===== config.mk =====
export PLATFORM = sky130hd
export DESIGN_NAME = ds_ctl_chain
export DESIGN_NICKNAME = d
export VERILOG_FILES = /design/src/rtl/dsc_pkg.sv /design/src/rtl/dsc_hold_ctl.sv /design/src/rtl/dsc_slot.sv /design/src/rtl/dsc_out_gate.sv /design/src/rtl/ds_ctl_chain.sv
export SDC_FILE = /design/constraint.sdc
export NUM_CORES = 1
export LEC_CHECK = 0
export CAP_MARGIN = 10
export CELL_PAD_IN_SITES_DETAIL_PLACEMENT = 1
export CELL_PAD_IN_SITES_GLOBAL_PLACEMENT = 1
export CORE_ASPECT_RATIO = 1.2
export CORE_MARGIN = 2
export CORE_UTILIZATION = 35
export CTS_CLUSTER_DIAMETER = 80
export DETAILED_ROUTE_END_ITERATION = 16
export HOLD_SLACK_MARGIN = 0.08
export PLACE_DENSITY = 0.93
export RECOVER_POWER = 50
export SYNTH_ARGS = -nofsm -noshare
export SYNTH_HDL_FRONTEND = slang
export SYNTH_HIERARCHICAL = 1
export SYNTH_SLANG_ARGS = --single-unit

===== constraint.sdc =====
create_clock -name clk -period 1.3 [get_ports clk]
set_input_delay 0.13 -clock clk [delete_from_list [all_inputs] [get_ports clk]]
set_output_delay 0.13 -clock clk [all_outputs]
set_load 0.1 [all_outputs]

===== src/rtl/dsc_pkg.sv =====
package dsc_pkg;

    parameter int OP_W  = 6;
    parameter int REG_W = 5;
    parameter int ALU_W = 4;

    typedef struct packed {
        logic [OP_W-1:0]  opcode;
        logic [REG_W-1:0] rd;
        logic             reg_wr;
    } ins_tag_t;

    typedef struct packed {
        logic             ext_op;
        logic             alu_src;
        logic [ALU_W-1:0] alu_op;
        logic             dst_sel;
    } ex_ctl_t;

    typedef struct packed {
        logic mem_wr;
        logic branch;
    } mem_ctl_t;

    typedef struct packed {
        logic mem_to_reg;
    } wb_ctl_t;

    typedef struct packed {
        ins_tag_t tag;
        ex_ctl_t  ex;
        mem_ctl_t mem;
        wb_ctl_t  wb;
    } idex_t;

    typedef struct packed {
        ins_tag_t tag;
        mem_ctl_t mem;
        wb_ctl_t  wb;
    } exmem_t;

    typedef struct packed {
        ins_tag_t tag;
        wb_ctl_t  wb;
    } memwb_t;

    localparam int IDEX_W  = $bits(idex_t);
    localparam int EXMEM_W = $bits(exmem_t);
    localparam int MEMWB_W = $bits(memwb_t);

    // Drop the execute fields once they have been consumed.
    function automatic exmem_t strip_ex(input idex_t s);
        exmem_t r;
        r.tag = s.tag;
        r.mem = s.mem;
        r.wb  = s.wb;
        return r;
    endfunction

    // Drop the memory fields once they have been consumed.
    function automatic memwb_t strip_mem(input exmem_t s);
        memwb_t r;
        r.tag = s.tag;
        r.wb  = s.wb;
        return r;
    endfunction

    function automatic logic qualify(input logic v, input logic en);
        return v & en;
    endfunction

endpackage


===== src/rtl/dsc_hold_ctl.sv =====
module dsc_hold_ctl (
    input  logic clk,
    input  logic rst,
    input  logic fetch_valid,
    input  logic stall,
    input  logic flush,
    output logic hold,
    output logic id_valid,
    output logic issue_valid,
    output logic kill
);
    logic id_v_q;

    // Flush outranks stall: a flushed pipe must not stay frozen.
    assign kill        = flush;
    assign hold        = stall & ~flush;
    assign issue_valid = id_v_q & ~stall;
    assign id_valid    = id_v_q;

    always_ff @(posedge clk) begin
        if (rst) begin
            id_v_q <= 1'b0;
        end else if (kill) begin
            id_v_q <= 1'b0;
        end else if (!hold) begin
            id_v_q <= fetch_valid;
        end
    end
endmodule


===== src/rtl/dsc_slot.sv =====
module dsc_slot #(
    parameter int W = 8
) (
    input  logic         clk,
    input  logic         rst,
    input  logic         load,
    input  logic         kill,
    input  logic         valid_d,
    input  logic [W-1:0] data_d,
    output logic         valid_q,
    output logic [W-1:0] data_q
);
    always_ff @(posedge clk) begin
        if (rst) begin
            valid_q <= 1'b0;
            data_q  <= '0;
        end else begin
            if (kill) begin
                valid_q <= 1'b0;
            end else if (load) begin
                valid_q <= valid_d;
            end
            if (load) begin
                data_q <= data_d;
            end
        end
    end
endmodule


===== src/rtl/dsc_out_gate.sv =====
module dsc_out_gate
    import dsc_pkg::*;
(
    input  logic   mem_valid,
    input  exmem_t mem_s,
    input  logic   wb_valid,
    input  memwb_t wb_s,
    output logic   mem_wr_en,
    output logic   branch_en,
    output logic   reg_wr_en
);
    always_comb begin
        mem_wr_en = qualify(mem_valid, mem_s.mem.mem_wr);
        branch_en = qualify(mem_valid, mem_s.mem.branch);
        reg_wr_en = qualify(wb_valid, wb_s.tag.reg_wr);
    end
endmodule


===== src/rtl/ds_ctl_chain.sv =====
module ds_ctl_chain
    import dsc_pkg::*;
(
    input  logic             clk,
    input  logic             rst,
    input  logic             fetch_valid_i,
    input  logic             stall_i,
    input  logic             flush_i,
    input  logic [OP_W-1:0]  dec_opcode_i,
    input  logic [REG_W-1:0] dec_rd_i,
    input  logic             dec_reg_wr_i,
    input  logic             dec_ext_op_i,
    input  logic             dec_alu_src_i,
    input  logic [ALU_W-1:0] dec_alu_op_i,
    input  logic             dec_dst_sel_i,
    input  logic             dec_mem_wr_i,
    input  logic             dec_branch_i,
    input  logic             dec_mem_to_reg_i,
    output logic             hold_o,
    output logic             id_valid_o,
    output logic             ex_valid_o,
    output logic [OP_W-1:0]  ex_opcode_o,
    output logic [REG_W-1:0] ex_rd_o,
    output logic             ex_ext_op_o,
    output logic             ex_alu_src_o,
    output logic [ALU_W-1:0] ex_alu_op_o,
    output logic             ex_dst_sel_o,
    output logic             mem_valid_o,
    output logic [OP_W-1:0]  mem_opcode_o,
    output logic [REG_W-1:0] mem_rd_o,
    output logic             mem_wr_o,
    output logic             mem_branch_o,
    output logic             wb_valid_o,
    output logic [OP_W-1:0]  wb_opcode_o,
    output logic [REG_W-1:0] wb_rd_o,
    output logic             wb_reg_wr_o,
    output logic             wb_mem_to_reg_o
);
    logic issue_v, kill;
    logic ex_v, mem_v, wb_v;
    logic [IDEX_W-1:0]  idex_raw;
    logic [EXMEM_W-1:0] exmem_raw;
    logic [MEMWB_W-1:0] memwb_raw;
    idex_t  dec_s, ex_s;
    exmem_t mem_s;
    memwb_t wb_s;

    dsc_hold_ctl u_hold (
        .clk         (clk),
        .rst         (rst),
        .fetch_valid (fetch_valid_i),
        .stall       (stall_i),
        .flush       (flush_i),
        .hold        (hold_o),
        .id_valid    (id_valid_o),
        .issue_valid (issue_v),
        .kill        (kill)
    );

    always_comb begin
        dec_s.tag.opcode     = dec_opcode_i;
        dec_s.tag.rd         = dec_rd_i;
        dec_s.tag.reg_wr     = dec_reg_wr_i;
        dec_s.ex.ext_op      = dec_ext_op_i;
        dec_s.ex.alu_src     = dec_alu_src_i;
        dec_s.ex.alu_op      = dec_alu_op_i;
        dec_s.ex.dst_sel     = dec_dst_sel_i;
        dec_s.mem.mem_wr     = dec_mem_wr_i;
        dec_s.mem.branch     = dec_branch_i;
        dec_s.wb.mem_to_reg  = dec_mem_to_reg_i;
    end

    // Downstream slots always advance; a stall only empties the issue slot.
    dsc_slot #(.W(IDEX_W)) u_idex (
        .clk(clk), .rst(rst), .load(1'b1), .kill(kill),
        .valid_d(issue_v), .data_d(dec_s),
        .valid_q(ex_v), .data_q(idex_raw)
    );
    assign ex_s = idex_t'(idex_raw);

    dsc_slot #(.W(EXMEM_W)) u_exmem (
        .clk(clk), .rst(rst), .load(1'b1), .kill(kill),
        .valid_d(ex_v), .data_d(strip_ex(ex_s)),
        .valid_q(mem_v), .data_q(exmem_raw)
    );
    assign mem_s = exmem_t'(exmem_raw);

    dsc_slot #(.W(MEMWB_W)) u_memwb (
        .clk(clk), .rst(rst), .load(1'b1), .kill(kill),
        .valid_d(mem_v), .data_d(strip_mem(mem_s)),
        .valid_q(wb_v), .data_q(memwb_raw)
    );
    assign wb_s = memwb_t'(memwb_raw);

    dsc_out_gate u_gate (
        .mem_valid (mem_v),
        .mem_s     (mem_s),
        .wb_valid  (wb_v),
        .wb_s      (wb_s),
        .mem_wr_en (mem_wr_o),
        .branch_en (mem_branch_o),
        .reg_wr_en (wb_reg_wr_o)
    );

    assign ex_valid_o      = ex_v;
    assign ex_opcode_o     = ex_s.tag.opcode;
    assign ex_rd_o         = ex_s.tag.rd;
    assign ex_ext_op_o     = ex_s.ex.ext_op;
    assign ex_alu_src_o    = ex_s.ex.alu_src;
    assign ex_alu_op_o     = ex_s.ex.alu_op;
    assign ex_dst_sel_o    = ex_s.ex.dst_sel;
    assign mem_valid_o     = mem_v;
    assign mem_opcode_o    = mem_s.tag.opcode;
    assign mem_rd_o        = mem_s.tag.rd;
    assign wb_valid_o      = wb_v;
    assign wb_opcode_o     = wb_s.tag.opcode;
    assign wb_rd_o         = wb_s.tag.rd;
    assign wb_mem_to_reg_o = wb_s.wb.mem_to_reg;
endmodule


==> flow_summary.ini <==
[power_and_ir_drop]
ir_drop_mv = 0.934
sw_frac_of_total = 0.296
clkPwrFrac = 0.297
power.net_switching_w = 0.00112
powerDensity_nw_per_um2 = 1130
internal_power_w = 0.00267
leakage_nw = 1.46
p_seq_frac = 0.471
power_frac_comb = 0.231

[placed_design]
numPortBuffers = 75
placed_area_sq_um = 3240
gp_congestion = 0.696
dp_hpwl_um = 3660
dp.cells = 311

[synth]
synth_area_per_cell_sq_um = 11.1
synth_top_family_by_area = multiplexers
synth_area_sq_um = 2010
yosys-top-cells-area = dfxtp_1 (54%), mux2i_1 (27%), nor2_1 (9.3%)
ys_ff_latch = 54
synth_simple_gate_area_frac = 0.122
ys_warn_count = 6
synth_cell_types = 15
netlist_instances = 181
synth_top_area_cell = dfxtp_1
synth_mux_area_frac = 0.269
synth-xor-area-share = 0
synthAdderAreaFrac = 0
synth-compound-area-share = 0
ys_seq_area_frac = 0.537
synth_top_area_share = 0.537

[floorplanning]
die_y_um = 87.1
boundaryPins = 76
die_w_um = 73.2
core_area_sq_um = 5590
rows = 30
die_area_sq_um = 6370
initial_core_util = 0.360

[final_layout]
final_cell_count_no_fill = 318
antenna_cells = 0
drive_above_1_share = 0.264
nets = 281
syn_to_final_growth_pct = 66.4
fillerInstances = 543
postLayoutCoreUtil = 0.598
fin_area_sq_um = 3350

[timing]
rsz0062_at_grt = no
fmax_ghz = 0.802
skew_ps = 3.72
finalSetupViolCount = 0
finalSetupTns_ps = 0
min_period_over_period = 0.960
slew_viol_final = 0
hold_viol_final = 0
finalCriticalPeriod_ps = 1250

[setup_path]
worst_path_dominant_cell_family = buffers and inverters
arrival_ps = 1120
path_class = input pin to output port
crit_path_start_kind = input pin
path_buf_inv = 2
cp-startpoint = stall_i
end_kind = output port
r2r_start = u_hold/id_valid
worstPathRequired_ps = 1170
crit_chain = dlygate4sd3_1 > nor2b_2 > buf_12
crit_path_max_incr_delay_ps = 580
worstPathMaxFanout = 3
cp_slowest_cell = dlygate4sd3_1

[drt]
ant_nets = 0
viasPerCell = 4.77
wire_per_inst_um = 15.7
drtIter0Drc = 51
drt_wl_total_um = 4980
vias = 1516
drc = 0
dr.pass1.iters = 3

[worst_hold_path]
hp-start = rst
hold_path_class = input pin to flop

[global_routing]
grt_pass1_vias = 1633
grt_pass1_wl_um = 8100
overflow = 0
antenna_found_initial = 0
grt_max_degree = 49
grt_use_total = 0.168

[status]
outcome = finished, final reports clean

[cts]
ctsRootBufferMaster = clkbuf_8
clkSinkCount = 54
cts_tree = yes
cts_buffers = 5
cts-hold-fix-buffers = 0
cts_buffer_depth = 2
insertion_delay_ps = 300
cts_setup_buffers = 0
clk_pin_slew_ps = 90
ctsResizeCount = 0
cts_max_level = 2

[run]
drv_cap = 0
==> kinds of logic (layout without fill, tap and decap cells) <==
kind of cell           count (synthesis)  count (layout)
muxes                                 54              54
other                                  1               3
and+or+nand+nor                       59              59
DFF                                   54              54
buffers and inverters                 13              84
==> sequential cells by signal (all words and copies together), names as in the netlist <==
name,count
u_idex/data_q,22
u_exmem/data_q,15
u_memwb/data_q,13
u_exmem/valid_q,1
u_hold/id_valid,1
u_idex/valid_q,1
u_memwb/valid_q,1
==> path summary, 6_finish.rpt <==
kind,depth (start not counted),end,slack (ps)
worst max-delay path,3,hold_o,50
worst min-delay path,2,u_idex/data_q[19],110
worst max register to register,3,u_idex/valid_q,480
worst min register to register,2,u_memwb/data_q[1],510
==> final cells by class <==
| type | count | area, sq um | share of cell area |
|---|---|---|---|
| well taps | 64 | 80.1 | 0.0239 |
| clock buffers | 6 | 82.6 | 0.0247 |
| multi-input cells | 116 | 806 | 0.241 |
| clock inverters | 1 | 30.0 | 0.00897 |
| repair buffers | 77 | 1260 | 0.378 |
| flip-flops and latches | 54 | 1080 | 0.324 |
==> per-stage QoR <==
stage	setup slack [ps]	total power, W	hold WS [ps]
final	52.6	0.00379	109
after global routing	33.1	0.00395	104
after CTS	55.0	0.00386	97.8
after detailed placement	123	0.00271	426
after global placement	159	0.00269	420
after floorplan	-75.3	0.00238	192
==> Yosys cell counts <==
cell       n
buf_4      1
nor2b_1    1
buf_6      3
nor3_2     1
and2b_1    1
buf_2      1
dfxtp_1   54
clkbuf_1   3
conb_1     1
buf_12     4
and2_1     3
mux2i_1   54
buf_1      1
nor2_1    50
nor3_1     3
==> power by group through the flow <==
stage          clock network (W)  registers, W  logic [W]
2_1_floorplan                  0       0.00217   0.000215
3_3_place_gp                   0       0.00182   0.000868
3_5_place_dp                   0       0.00183   0.000882
4_1_cts                  0.00118       0.00179   0.000883
5_1_grt                  0.00124       0.00180   0.000913
6_report                 0.00113       0.00179   0.000876
==> layout by cell type (no fill, tap or decap) <==
cell,netlist,final
nor2_1,50,50
dfxtp_2,0,3
clkdlybuf4s50_1,0,2
mux2i_1,54,54
and2b_1,1,1
buf_12,4,50
and2_2,0,1
nor3_1,3,3
and2_4,0,2
dlygate4sd3_1,0,23
buf_4,1,1
nor3_2,1,1
clkbuf_8,0,6
buf_2,1,1
dfxtp_1,54,51
conb_1,1,3
nor2b_2,0,1
bufinv_16,0,1
==> layer usage <==
metal	part of all wire	vias to the layer above	global-route usage
met1	0.42	718	0.196
met5	0	-	0
li1	-	733	-
met3	0.065	6	0.0486
met2	0.51	59	0.293
met4	0.012	0	0.0505
Note: power is estimated with default switching activity, not from simulation.
